**src/rtl/adpcm_seq_pkg.sv**
```systemverilog
package adpcm_seq_pkg;

  localparam logic [2:0] MODE_PLAY_HOST = 3'b100;
  localparam logic [2:0] MODE_PLAY_MEM  = 3'b101;

  localparam logic [1:0] SEL_START = 2'd0;
  localparam logic [1:0] SEL_END   = 2'd1;
  localparam logic [1:0] SEL_WRAP  = 2'd2;

  function automatic logic is_play_mode(input logic [2:0] mode);
    return (mode == MODE_PLAY_HOST) || (mode == MODE_PLAY_MEM);
  endfunction

  // high nibble first: odd address selects the low half
  function automatic logic [3:0] pick_nibble(input logic [7:0] b, input logic odd);
    return odd ? b[3:0] : b[7:4];
  endfunction

endpackage

```
**src/rtl/adpcm_rate_accum.sv**
```systemverilog
module adpcm_rate_accum #(
  parameter int STEP_W = 18,
  parameter int FRAC_W = 16,
  parameter int CNT_W  = STEP_W - FRAC_W + 2
) (
  input  logic              clk,
  input  logic              rst_n,
  input  logic              clear,
  input  logic              tick_en,
  input  logic              consume,
  input  logic [STEP_W-1:0] step,
  output logic [FRAC_W-1:0] frac,
  output logic              pend_nz
);
  localparam int SUM_W   = STEP_W + 1;
  localparam int CARRY_W = SUM_W - FRAC_W;

  logic [FRAC_W-1:0]  frac_q;
  logic [CNT_W-1:0]   pend_q;
  logic [SUM_W-1:0]   sum;
  logic [CARRY_W-1:0] carry;

  always_comb begin
    sum   = {1'b0, step} + SUM_W'(frac_q);
    carry = tick_en ? sum[SUM_W-1:FRAC_W] : '0;
  end

  always_ff @(posedge clk or negedge rst_n) begin
    if (!rst_n) begin
      frac_q <= '0;
      pend_q <= '0;
    end else if (clear) begin
      frac_q <= '0;
      pend_q <= '0;
    end else begin
      if (tick_en) frac_q <= sum[FRAC_W-1:0];
      pend_q <= pend_q + CNT_W'(carry) - CNT_W'(consume);
    end
  end

  assign frac    = frac_q;
  assign pend_nz = (pend_q != '0);
endmodule

```
**src/rtl/adpcm_addr_step.sv**
```systemverilog
module adpcm_addr_step #(
  parameter int NA_W = 25
) (
  input  logic [NA_W-1:0] cur,
  input  logic            use_bounds,
  input  logic [NA_W-1:0] wrap_na,
  input  logic [NA_W-1:0] end_na,
  output logic [NA_W-1:0] eff,
  output logic            at_end,
  output logic [NA_W-1:0] nxt
);
  always_comb begin
    eff    = (use_bounds && (cur == wrap_na)) ? '0 : cur;
    at_end = use_bounds && (eff == end_na);
    nxt    = eff + NA_W'(1);
  end
endmodule

```
**src/rtl/adpcm_host_buf.sv**
```systemverilog
module adpcm_host_buf (
  input  logic       clk,
  input  logic       rst_n,
  input  logic       wr_en,
  input  logic [7:0] wr_data,
  input  logic       taken,
  input  logic       force_rdy,
  output logic [7:0] byte_q,
  output logic       rdy
);
  always_ff @(posedge clk or negedge rst_n) begin
    if (!rst_n) begin
      byte_q <= '0;
      rdy    <= 1'b1;
    end else begin
      if (wr_en) byte_q <= wr_data;
      if (force_rdy)  rdy <= 1'b1;
      else if (wr_en) rdy <= 1'b0;
      else if (taken) rdy <= 1'b1;
    end
  end
endmodule

```
**src/rtl/adpcm_playback_seq.sv**
```systemverilog
module adpcm_playback_seq
  import adpcm_seq_pkg::*;
#(
  parameter int ADDR_W = 24,
  parameter int STEP_W = 18,
  parameter int FRAC_W = 16
) (
  input  logic              clk,
  input  logic              rst_n,
  input  logic              ctrl_wr,
  input  logic [7:0]        ctrl_data,
  input  logic              addr_wr,
  input  logic [1:0]        addr_sel,
  input  logic [ADDR_W-1:0] addr_wdata,
  input  logic [STEP_W-1:0] rate_step,
  input  logic              tick,
  input  logic              host_wr,
  input  logic [7:0]        host_data,
  output logic              mem_rd,
  output logic [ADDR_W-1:0] mem_addr,
  input  logic [7:0]        mem_rdata,
  output logic              nib_valid,
  output logic [3:0]        nib_data,
  output logic              dec_reset,
  output logic [FRAC_W-1:0] phase_frac,
  output logic              busy,
  output logic              eos,
  output logic              brdy
);
  localparam int NA_W  = ADDR_W + 1;
  localparam int CNT_W = STEP_W - FRAC_W + 2;

  logic [ADDR_W-1:0] start_q, end_q, wrap_q;
  logic [2:0]        mode_q;
  logic              rpt_q, play_q, busy_q, eos_q;
  logic [NA_W-1:0]   addr_q;
  logic [7:0]        held_q;
  logic              nib_v_q, dres_q;
  logic [3:0]        nib_q;

  // named events, also observed by the checker
  logic ev_ctrl_rst, ev_start, ev_step, ev_end, ev_rpt, ev_stop_end, ev_nib, ev_stop;
  logic ev_host_take, ev_host_wr, ev_eff_odd, src_mem, pend_nz;
  logic [NA_W-1:0] a_eff, a_next;
  logic at_end;
  logic [3:0] cur_nib;
  logic [7:0] host_byte;

  assign src_mem     = mode_q[0];
  assign ev_ctrl_rst = ctrl_wr && ctrl_data[0];
  assign ev_start    = ctrl_wr && !ctrl_data[0] && ctrl_data[7];
  assign ev_step     = play_q && pend_nz && !ctrl_wr;
  assign ev_end      = ev_step && at_end;
  assign ev_rpt      = ev_end && rpt_q;
  assign ev_stop_end = ev_end && !rpt_q;
  assign ev_nib      = ev_step && !at_end;
  assign ev_stop     = ev_stop_end || ev_ctrl_rst;
  assign ev_eff_odd  = a_eff[0];
  assign ev_host_take = ev_nib && !src_mem && a_eff[0];
  assign ev_host_wr  = host_wr && play_q && !src_mem;

  adpcm_rate_accum #(.STEP_W(STEP_W), .FRAC_W(FRAC_W), .CNT_W(CNT_W)) u_rate (
    .clk(clk), .rst_n(rst_n),
    .clear(ev_start || ev_stop),
    .tick_en(tick && play_q && !ctrl_wr),
    .consume(ev_nib),
    .step(rate_step),
    .frac(phase_frac),
    .pend_nz(pend_nz)
  );

  adpcm_addr_step #(.NA_W(NA_W)) u_addr (
    .cur(addr_q), .use_bounds(src_mem),
    .wrap_na({wrap_q, 1'b0}), .end_na({end_q, 1'b0}),
    .eff(a_eff), .at_end(at_end), .nxt(a_next)
  );

  adpcm_host_buf u_host (
    .clk(clk), .rst_n(rst_n),
    .wr_en(ev_host_wr), .wr_data(host_data),
    .taken(ev_host_take), .force_rdy(ev_ctrl_rst),
    .byte_q(host_byte), .rdy(brdy)
  );

  always_comb begin
    if (src_mem && !a_eff[0]) cur_nib = pick_nibble(mem_rdata, 1'b0);
    else                      cur_nib = pick_nibble(held_q, a_eff[0]);
  end

  assign mem_rd   = ev_nib && src_mem && !a_eff[0];
  assign mem_addr = a_eff[NA_W-1:1];

  always_ff @(posedge clk or negedge rst_n) begin
    if (!rst_n) begin
      start_q <= '0;
      end_q   <= '0;
      wrap_q  <= '1;
    end else if (addr_wr) begin
      case (addr_sel)
        SEL_START: start_q <= addr_wdata;
        SEL_END:   end_q   <= addr_wdata;
        SEL_WRAP:  wrap_q  <= addr_wdata;
        default:   ;
      endcase
    end
  end

  always_ff @(posedge clk or negedge rst_n) begin
    if (!rst_n) begin
      mode_q  <= '0;
      rpt_q   <= 1'b0;
      play_q  <= 1'b0;
      busy_q  <= 1'b0;
      eos_q   <= 1'b0;
      addr_q  <= '0;
      held_q  <= '0;
      nib_v_q <= 1'b0;
      nib_q   <= '0;
      dres_q  <= 1'b0;
    end else begin
      nib_v_q <= ev_nib;
      dres_q  <= ev_start || ev_rpt || ev_stop_end;
      if (ev_nib) nib_q <= cur_nib;
      if (ctrl_wr) begin
        mode_q <= ctrl_data[0] ? 3'b000 : ctrl_data[7:5];
        rpt_q  <= ctrl_data[4] && !ctrl_data[0];
      end
      if (ev_ctrl_rst) begin
        play_q <= 1'b0;
        busy_q <= 1'b0;
      end else if (ev_start) begin
        play_q <= is_play_mode(ctrl_data[7:5]);
        busy_q <= 1'b1;
        eos_q  <= 1'b0;
        held_q <= '0;
        addr_q <= ctrl_data[5] ? {start_q, 1'b0} : '0;
      end else if (ctrl_wr) begin
        play_q <= 1'b0;
      end else begin
        if (ev_stop_end) begin
          play_q <= 1'b0;
          busy_q <= 1'b0;
          eos_q  <= 1'b1;
        end
        if (ev_rpt) addr_q <= {start_q, 1'b0};
        if (ev_nib) begin
          addr_q <= a_next;
          if (src_mem && !a_eff[0]) held_q <= mem_rdata;
          if (ev_host_take)         held_q <= host_byte;
        end
      end
    end
  end

  assign nib_valid = nib_v_q;
  assign nib_data  = nib_q;
  assign dec_reset = dres_q;
  assign busy      = busy_q;
  assign eos       = eos_q;
endmodule

```
**config.mk**
```make
export PLATFORM = sky130hd
export DESIGN_NAME = adpcm_playback_seq
export DESIGN_NICKNAME = d
export VERILOG_FILES = /design/src/rtl/adpcm_seq_pkg.sv /design/src/rtl/adpcm_rate_accum.sv /design/src/rtl/adpcm_addr_step.sv /design/src/rtl/adpcm_host_buf.sv /design/src/rtl/adpcm_playback_seq.sv
export SDC_FILE = /design/constraint.sdc
export NUM_CORES = 1
export LEC_CHECK = 0
export BUFFER_PORTS_ARGS = -buffer_cell sky130_fd_sc_hd__buf_2
export CAP_MARGIN = 20
export CORE_ASPECT_RATIO = 0.9
export CORE_MARGIN = 3
export CORE_UTILIZATION = 39
export DETAILED_ROUTE_END_ITERATION = 12
export GPL_TIMING_DRIVEN = 0
export SETUP_SLACK_MARGIN = 0.5
export SLEW_MARGIN = 20
export SYNTH_ARGS = -nofsm -noshare
export SYNTH_HDL_FRONTEND = slang
export SYNTH_SLANG_ARGS = --single-unit
```
**constraint.sdc**
```tcl
create_clock -name clk -period 4 [get_ports clk]
set_input_delay 1.2 -clock clk [delete_from_list [all_inputs] [get_ports clk]]
set_output_delay 1.2 -clock clk [all_outputs]
set_load 0.005 [all_outputs]
```
==> results of run 1 <==
## routing by layer
metal  vias to the layer above  track usage
met5                         -            0
met4                         0      0.05806
met3                        47      0.04794
met2                       275       0.3369
met1                      3651       0.3224
li1                       3482            -
## metrics by stage
step	hold slack (ns)	power, W	instances
2_1_floorplan	0.4466	0.003268	867
3_3_place_gp	0.4649	0.003904	1272
3_5_place_dp	0.4631	0.003931	1273
4_1_cts	0.4789	0.005782	1327
5_1_grt	0.5059	0.006320	1361
6_report	0.4751	0.006009	1361
## worst reg2reg max path: stages (launching register included)
cell and delay, ns:
dfstp_2 0.58, xnor2_4 0.15, nand4_1 0.15, or4_4 0.52, buf_8 0.17, o21ai_4 0.17
o221ai_2 0.14, nor3b_4 0.32, nand2_4 0.10, nand2_4 0.09, buf_4 0.11, buf_6 0.09
inv_4 0.05, buf_12 0.13, buf_12 0.12, ha_4 0.25, inv_1 0.04, ha_2 0.17
fa_2 0.51, inv_1 0.04, nor2_1 0.07
## area by class of cell
type / count / area [um2]
repair buffers: 176 / 1245
plain buffers: 52 / 370.4
inverters: 48 / 185.2
fillers: 1858 / 9692
clock inverters: 13 / 125.1
clock buffers: 19 / 442.9
well taps: 286 / 357.8
multi-input cells: 622 / 4999
flip-flops and latches: 145 / 3666
## worst paths after layout
kind | start | endpoint | depth (start not counted)
min in group asynchronous | rst_n | u_rate.frac[10] | 1
worst min register to register | eos | eos | 1
max in group asynchronous | rst_n | wrap_q[19] | 2
worst max-delay path | wrap_q[3] | mem_rd | 11
worst min-delay path | eos | eos | 1
worst max register to register | wrap_q[3] | u_rate.pend_q[1] | 20
## power breakdown
part	switching (W)	total [W]	leakage, nW	internal [W]
clock	0.000686	0.00157	0.275	0.000882
combinational	0.00121	0.00233	2.94	0.00112
sequential	0.000295	0.00211	1.77	0.00182
total	0.00219	0.00601	4.99	0.00382
## placed cells by master (no fill, tap or decap), drive strengths merged, types with 23 or more instances in the layout
cell type and count:
buf 202, dfrtp 120, nand2 93, mux2 73
nor2 71, inv 52, clkbuf 45, o21ai 42
a21oi 31, xnor2 28, dfstp 25, ha 23
## cell families after synthesis
kind of cell,after synthesis
AND/OR/NAND/NOR,287
AO/OA/AOI/OAI,179
flip-flops,145
buffers and inverters,100
multiplexers,81
XOR/XNOR,50
adder cells (fa/ha/maj),25
## state kept, by name, indices dropped and copies added (netlist names)
signal	cells
addr_q	25
end_q	24
start_q	24
wrap_q	24
u_rate.frac	16
held_q	8
u_host.byte_q	8
nib_data	4
u_rate.pend_q	4
busy	1
dec_reset	1
eos	1
mode_q	1
nib_valid	1
play_q	1
rpt_q	1
u_host.rdy	1
## what timing repair did
| item | 4_1_cts | 5_1_grt |
|---|---|---|
| pin swaps | 23 | 28 |
| gates resized for setup | 83 | 92 |
| gates cloned | 1 | 1 |
| hold buffers | 0 | 0 |
| buffers inserted | 21 | 33 |
| setup endpoints to repair | 82 | 49 |
==> summary.txt, run 1 <==
Status
  • Status: finished, violations left
  • Failing checks: setup timing

Worst setup path
  • Critical Path, Cell by Cell: xnor2_4 -> nand4_1 -> or4_4 -> buf_8 -> o21ai_4 -> o221ai_2 -> nor3b_4 -> nand2_4 -> nand2_4 -> nor3_4 -> buf_2
  • WP buf/inv: 2
  • Startpoint Class: flop
  • Worst path max stage delay: between 0.5 and 0.6 ns
  • Worst Setup End Kind: output port
  • Worst endpoint required time: 2.80 ns
  • Slowest CP cell: dfstp_2
  • WS Path Type: reg -> out
  • Delay-heaviest family, CP: simple AND/OR/NAND/NOR gates
  • R2R Setup Slk: -0.02 ns
  • Crit-path max FO: 5
  • WP data arrival: about 3 ns
  • Crit-path most repeated cell: nand2_4

Placed design
  • Dpl cell area: 0.009600 mm2
  • PortBufs: ~120
  • Placer congestion estimate: 0.9856
  • Dpl ws: -0.5068 ns
  • Hpwl dp: 18,990 um

Detailed routing
  • DRT met1 WL: 12,460 um
  • DRT antenna net count: 0
  • Residual DRC: 0
  • DRT iter0 DRCs: 596
  • Routed WL per cell: 19.90 um
  • Met2 wire len: roughly 12,000 um
  • Vias/cell: ~5.5
  • Via count: about 7.5k
  • 1st-pass router iterations: 5
  • DR WL met3: 1631 um
  • Top Metal Used: met4
  • WL final: about 27,000 um

Synth
  • Synth Area in XOR/XNOR: 0.05242
  • Post-Synth Adder-Cell Area: 0.03858
  • Top-count cell post-synth: dfrtp_1
  • Largest cells by area after synthesis: dfrtp_1, mux2_2, dfstp_2
  • Area leader, netlist: dfrtp_1
  • Mapped Cells: 867
  • EDFF count, synth: 0
  • Post-synthesis compound-gate area fraction: 0.1511
  • Syn nets: around 970
  • Post-synth ARST share: 1.000
  • Syn Area/Cell: 9.800 um2
  • Synth cell types: just over 70
  • Cell Area, Synth: ~0.0085 mm2
  • Largest family of logic cells by synthesized area: simple AND/OR/NAND/NOR gates
  • Part of the Yosys area used for sequential elements: 0.4307
  • Top cells by count, synth: dfrtp_1, nand2_1, nor2_1
  • Multiplexer share of the synthesized area: 0.1062
  • Ys Warns: 0
  • Top cell type's share of synthesized area: 0.3534
  • Synth Flop Type: dfrtp_1
  • Register bit total from synthesis: 145
  • Post-Synth Simple-Gate Area: 0.1667

Clocking
  • Cts bufs inserted: 17
  • Worst-path clk slew: 0.06 ns
  • Worst-Skew Late Latency: 0.44 ns
  • H-tree depth: 4
  • Deepest clock path buffer count: 2
  • CTS tree: yes
  • Root buffer selected by CTS: clkbuf_16
  • Clock Sinks: 145

Global route
  • Overflow after GRT: 0
  • Global-route usage over all layers: 0.2219
  • First-pass GRT wire length: between 40,000 and 50,000 um
  • Vias in the first global route: 7,026
  • Largest net degree at the start of global routing: 88
  • Initial antenna violation count: 0

Final layout
  • # nets final: between 1k and 1.5k
  • Final core utilization: 0.5403
  • Share of post-route cells with drive strength above 1: 0.4130
  • Cell area after layout: around 0.011 mm2
  • Area Growth Syn to Fin: 34.06%
  • Antenna cell count: 0

Die
  • Die ar.: 0.02360 mm2
  • I/O pins: 124
  • Die Ht: 146.0 um
  • Core ar.: 0.02108 mm2
  • Initial core utilization: 0.4030
  • Row cnt: 50
  • Die Span X: 161.6 um

Power and ir drop
  • PD cells: 527.5 mW/mm2
  • Worst vdd ir: ~0.00027 V
  • Pleak: 4.987 nW

STA
  • Measured slew at the worst slew-check pin: 0.8686 ns
  • Final hold vios: 0
  • Period minus WS final: 4.181 ns
  • Peak Freq: 239.2 MHz
  • Relative slew slack: 0.4197
  • Setup repair after global routing missed its margin: yes
  • Setup TNS: -0.2020 ns
  • Final Setup Violations: 3
  • Max-slew violations: 0
  • Final critical-path share of the clock period: 1.045
  • Skew final: roughly 0.013 ns
  • Final WS setup: -0.1806 ns

Job
  • Max-capacitance violation count: 0

Worst hold path
  • Worst hold path type: reg -> reg
(Power assumes the default switching activity.)
==> run 2, diff against run 1 <==
--- a/config.mk
+++ b/config.mk
@@ -12,6 +12,7 @@
 export CORE_UTILIZATION = 39
 export DETAILED_ROUTE_END_ITERATION = 12
 export GPL_TIMING_DRIVEN = 0
+export PLACE_DENSITY = 0.69
 export SETUP_SLACK_MARGIN = 0.5
 export SLEW_MARGIN = 20
 export SYNTH_ARGS = -nofsm -noshare
==> summary.txt, run 2 (same netlist as run 1, synthesis figures left out) <==
STA
  • Skew final: between 0.01 and 0.015 ns
  • Final hold vios: 0
  • Final WS setup: -0.2664 ns
  • Relative slew slack: 0.2777
  • Final critical-path share of the clock period: 1.067
  • Final hold slack: 0.4727 ns
  • Setup repair after global routing missed its margin: yes
  • Final Setup Violations: 4
  • Measured slew at the worst slew-check pin: about 1.1 ns
  • Peak Freq: 234.4 MHz
  • Max-slew violations: 0
  • Period minus WS final: ~4.3 ns

Worst hold path
  • Worst hold path type: reg -> reg
  • Hold Path Stages: 1
  • Worst hold start: eos
  • Hold Path End: eos

Clocking
  • Clock Sinks: 145
  • Worst-path clk slew: 0.06 ns
  • Cts bufs inserted: 17
  • CTS tree: yes
  • Worst-Skew Late Latency: 0.43 ns
  • CTS Hold Buffers Added: 0
  • Root buffer selected by CTS: clkbuf_16
  • H-tree depth: 4
  • Deepest clock path buffer count: 2

Final layout
  • # nets final: around 1.2k
  • Commonest non-fill, non-tap cell in the layout: dfrtp_1
  • Area of the multi-input gates: about 0.0049 mm2
  • Max reg flops: 25
  • Fin cells: 1,357
  • Most frequent cells in the layout: dfrtp_1, buf_2, nand2_1, mux2_2, nor2_1
  • Share of post-route cells with drive strength above 1: 0.4052
  • Antenna cell count: 0
  • Fillers: 1,938
  • Area Growth Syn to Fin: 33.13%
  • Sequential Area: 0.003665 mm2
  • Top reg by flops: addr_q

Placed design
  • PortBufs: about 120
  • Hpwl dp: 19,440 um
  • Placer congestion estimate: just over 0.9
  • Placed cell count: approximately 1.3k

Detailed routing
  • Routed WL per cell: 20.36 um
  • Residual DRC: 0
  • 1st-pass router iterations: 7
  • DRT antenna net count: 0
  • Vias/cell: 5.600
  • WL final: 27,630 um
  • Via count: 7,599
  • DRT iter0 DRCs: 647

Power and ir drop
  • Pleak: 4.948 nW
  • Worst vdd ir: 0.0002989 V
  • PD cells: 537.8 mW/mm2

Worst setup path
  • R2R Setup Slk: -0.09 ns
  • Reg-to-reg critical path startpoint: addr_q[19]
  • Worst endpoint required time: 2.80 ns
  • Worst Setup End Kind: output port
  • Reg2Reg Capture Point: u_rate.pend_q[1]
  • Worst r2r path cells: 21
  • Startpoint Class: flop
  • Crit-path max FO: 8
  • WS Path Type: reg -> out
  • WP data arrival: 3.07 ns

Die
  • I/O pins: 124
  • Initial core utilization: 0.4030
  • Row cnt: 50
  • Die Span X: roughly 160 um
  • Die Ht: 146.0 um
  • Die ar.: about 0.024 mm2
  • Core ar.: 0.02108 mm2

Job
  • Max-capacitance violation count: 0

Global route
  • Largest net degree at the start of global routing: 79
  • Overflow after GRT: 0
  • Vias in the first global route: 7,369
  • First-pass GRT wire length: 41,940 um
  • Global-route usage over all layers: 0.2285
  • Initial antenna violation count: 0

Status
  • Failing checks: setup timing
  • Status: finished, violations left
==> run 2: final cells by class <==
class | instances | area share
buffer | 52 | 0.03307
inverter | 48 | 0.01637
tap | 286 | 0.03163
multi-input combinational | 622 | 0.4373
clock buffer | 20 | 0.04126
timing repair buffer | 172 | 0.1047
sequential | 145 | 0.3240
clock inverter | 12 | 0.01161
==> run 2: layer usage <==
layer	vias up	global-route usage	part of all wire
li1	3482	-	-
met1	3724	0.3266	0.44
met2	338	0.3492	0.46
met3	55	0.04738	0.076
met4	0	0.07054	0.023
met5	-	0	0
==> run 2: how the worst max path moves through the flow <==
stage	from	end	slack [ns]	cells after the start
2_1_floorplan	rate_step[0]	u_rate.pend_q[1]	-0.10	15
3_3_place_gp	addr_q[4]	u_rate.pend_q[1]	-0.51	18
3_5_place_dp	addr_q[16]	addr_q[20]	-0.57	16
4_1_cts	end_q[23]	mem_rd	-0.26	10
5_1_grt	addr_q[22]	mem_rd	-0.38	11
6_report	addr_q[19]	mem_rd	-0.27	12
==> run 2: worst max-delay path: stages, from the launching register on <==
cell and delay, ns:
dfrtp_1 0.38, buf_6 0.15, xnor2_1 0.16, nand4_1 0.15
or4_4 0.58, buf_12 0.17, o21ai_4 0.21, o221ai_4 0.13
nor3b_4 0.31, nand2_2 0.13, nand2_4 0.08, nor3_2 0.04
buf_2 0.14
==> run 2: what timing repair did <==
action / 4_1_cts / 5_1_grt
endpoints found under the setup margin: 83 / 67
gates cloned: 1 / 0
buffers inserted: 30 / 21
gates resized for setup: 106 / 49
pin swaps: 25 / 37
==> run 2: metrics by stage <==
stage / util / power [W] / area [um2] / setup TNS [ns] / setup WS (ns)
2_1_floorplan: - / 0.003268 / 8610 / -0.1828 / -0.1002
3_3_place_gp: 0.4536 / 0.003901 / 9563 / -55.73 / -0.5117
3_5_place_dp: 0.4554 / 0.003945 / 9600 / -6.207 / -0.5670
4_1_cts: 0.5167 / 0.005923 / 10890 / -0.3754 / -0.2643
5_1_grt: 0.5366 / 0.006372 / 11310 / -0.9968 / -0.3782
6_report: 0.5366 / 0.006083 / 11310 / -0.4417 / -0.2664
==> run 2: where the power goes <==
| group | leakage (nW) | internal (W) | switching (W) |
|---|---|---|---|
| clock network | 0.285 | 0.000969 | 0.000660 |
| logic | 2.89 | 0.00111 | 0.00123 |
| registers | 1.77 | 0.00182 | 0.000297 |
| total | 4.95 | 0.00390 | 0.00219 |
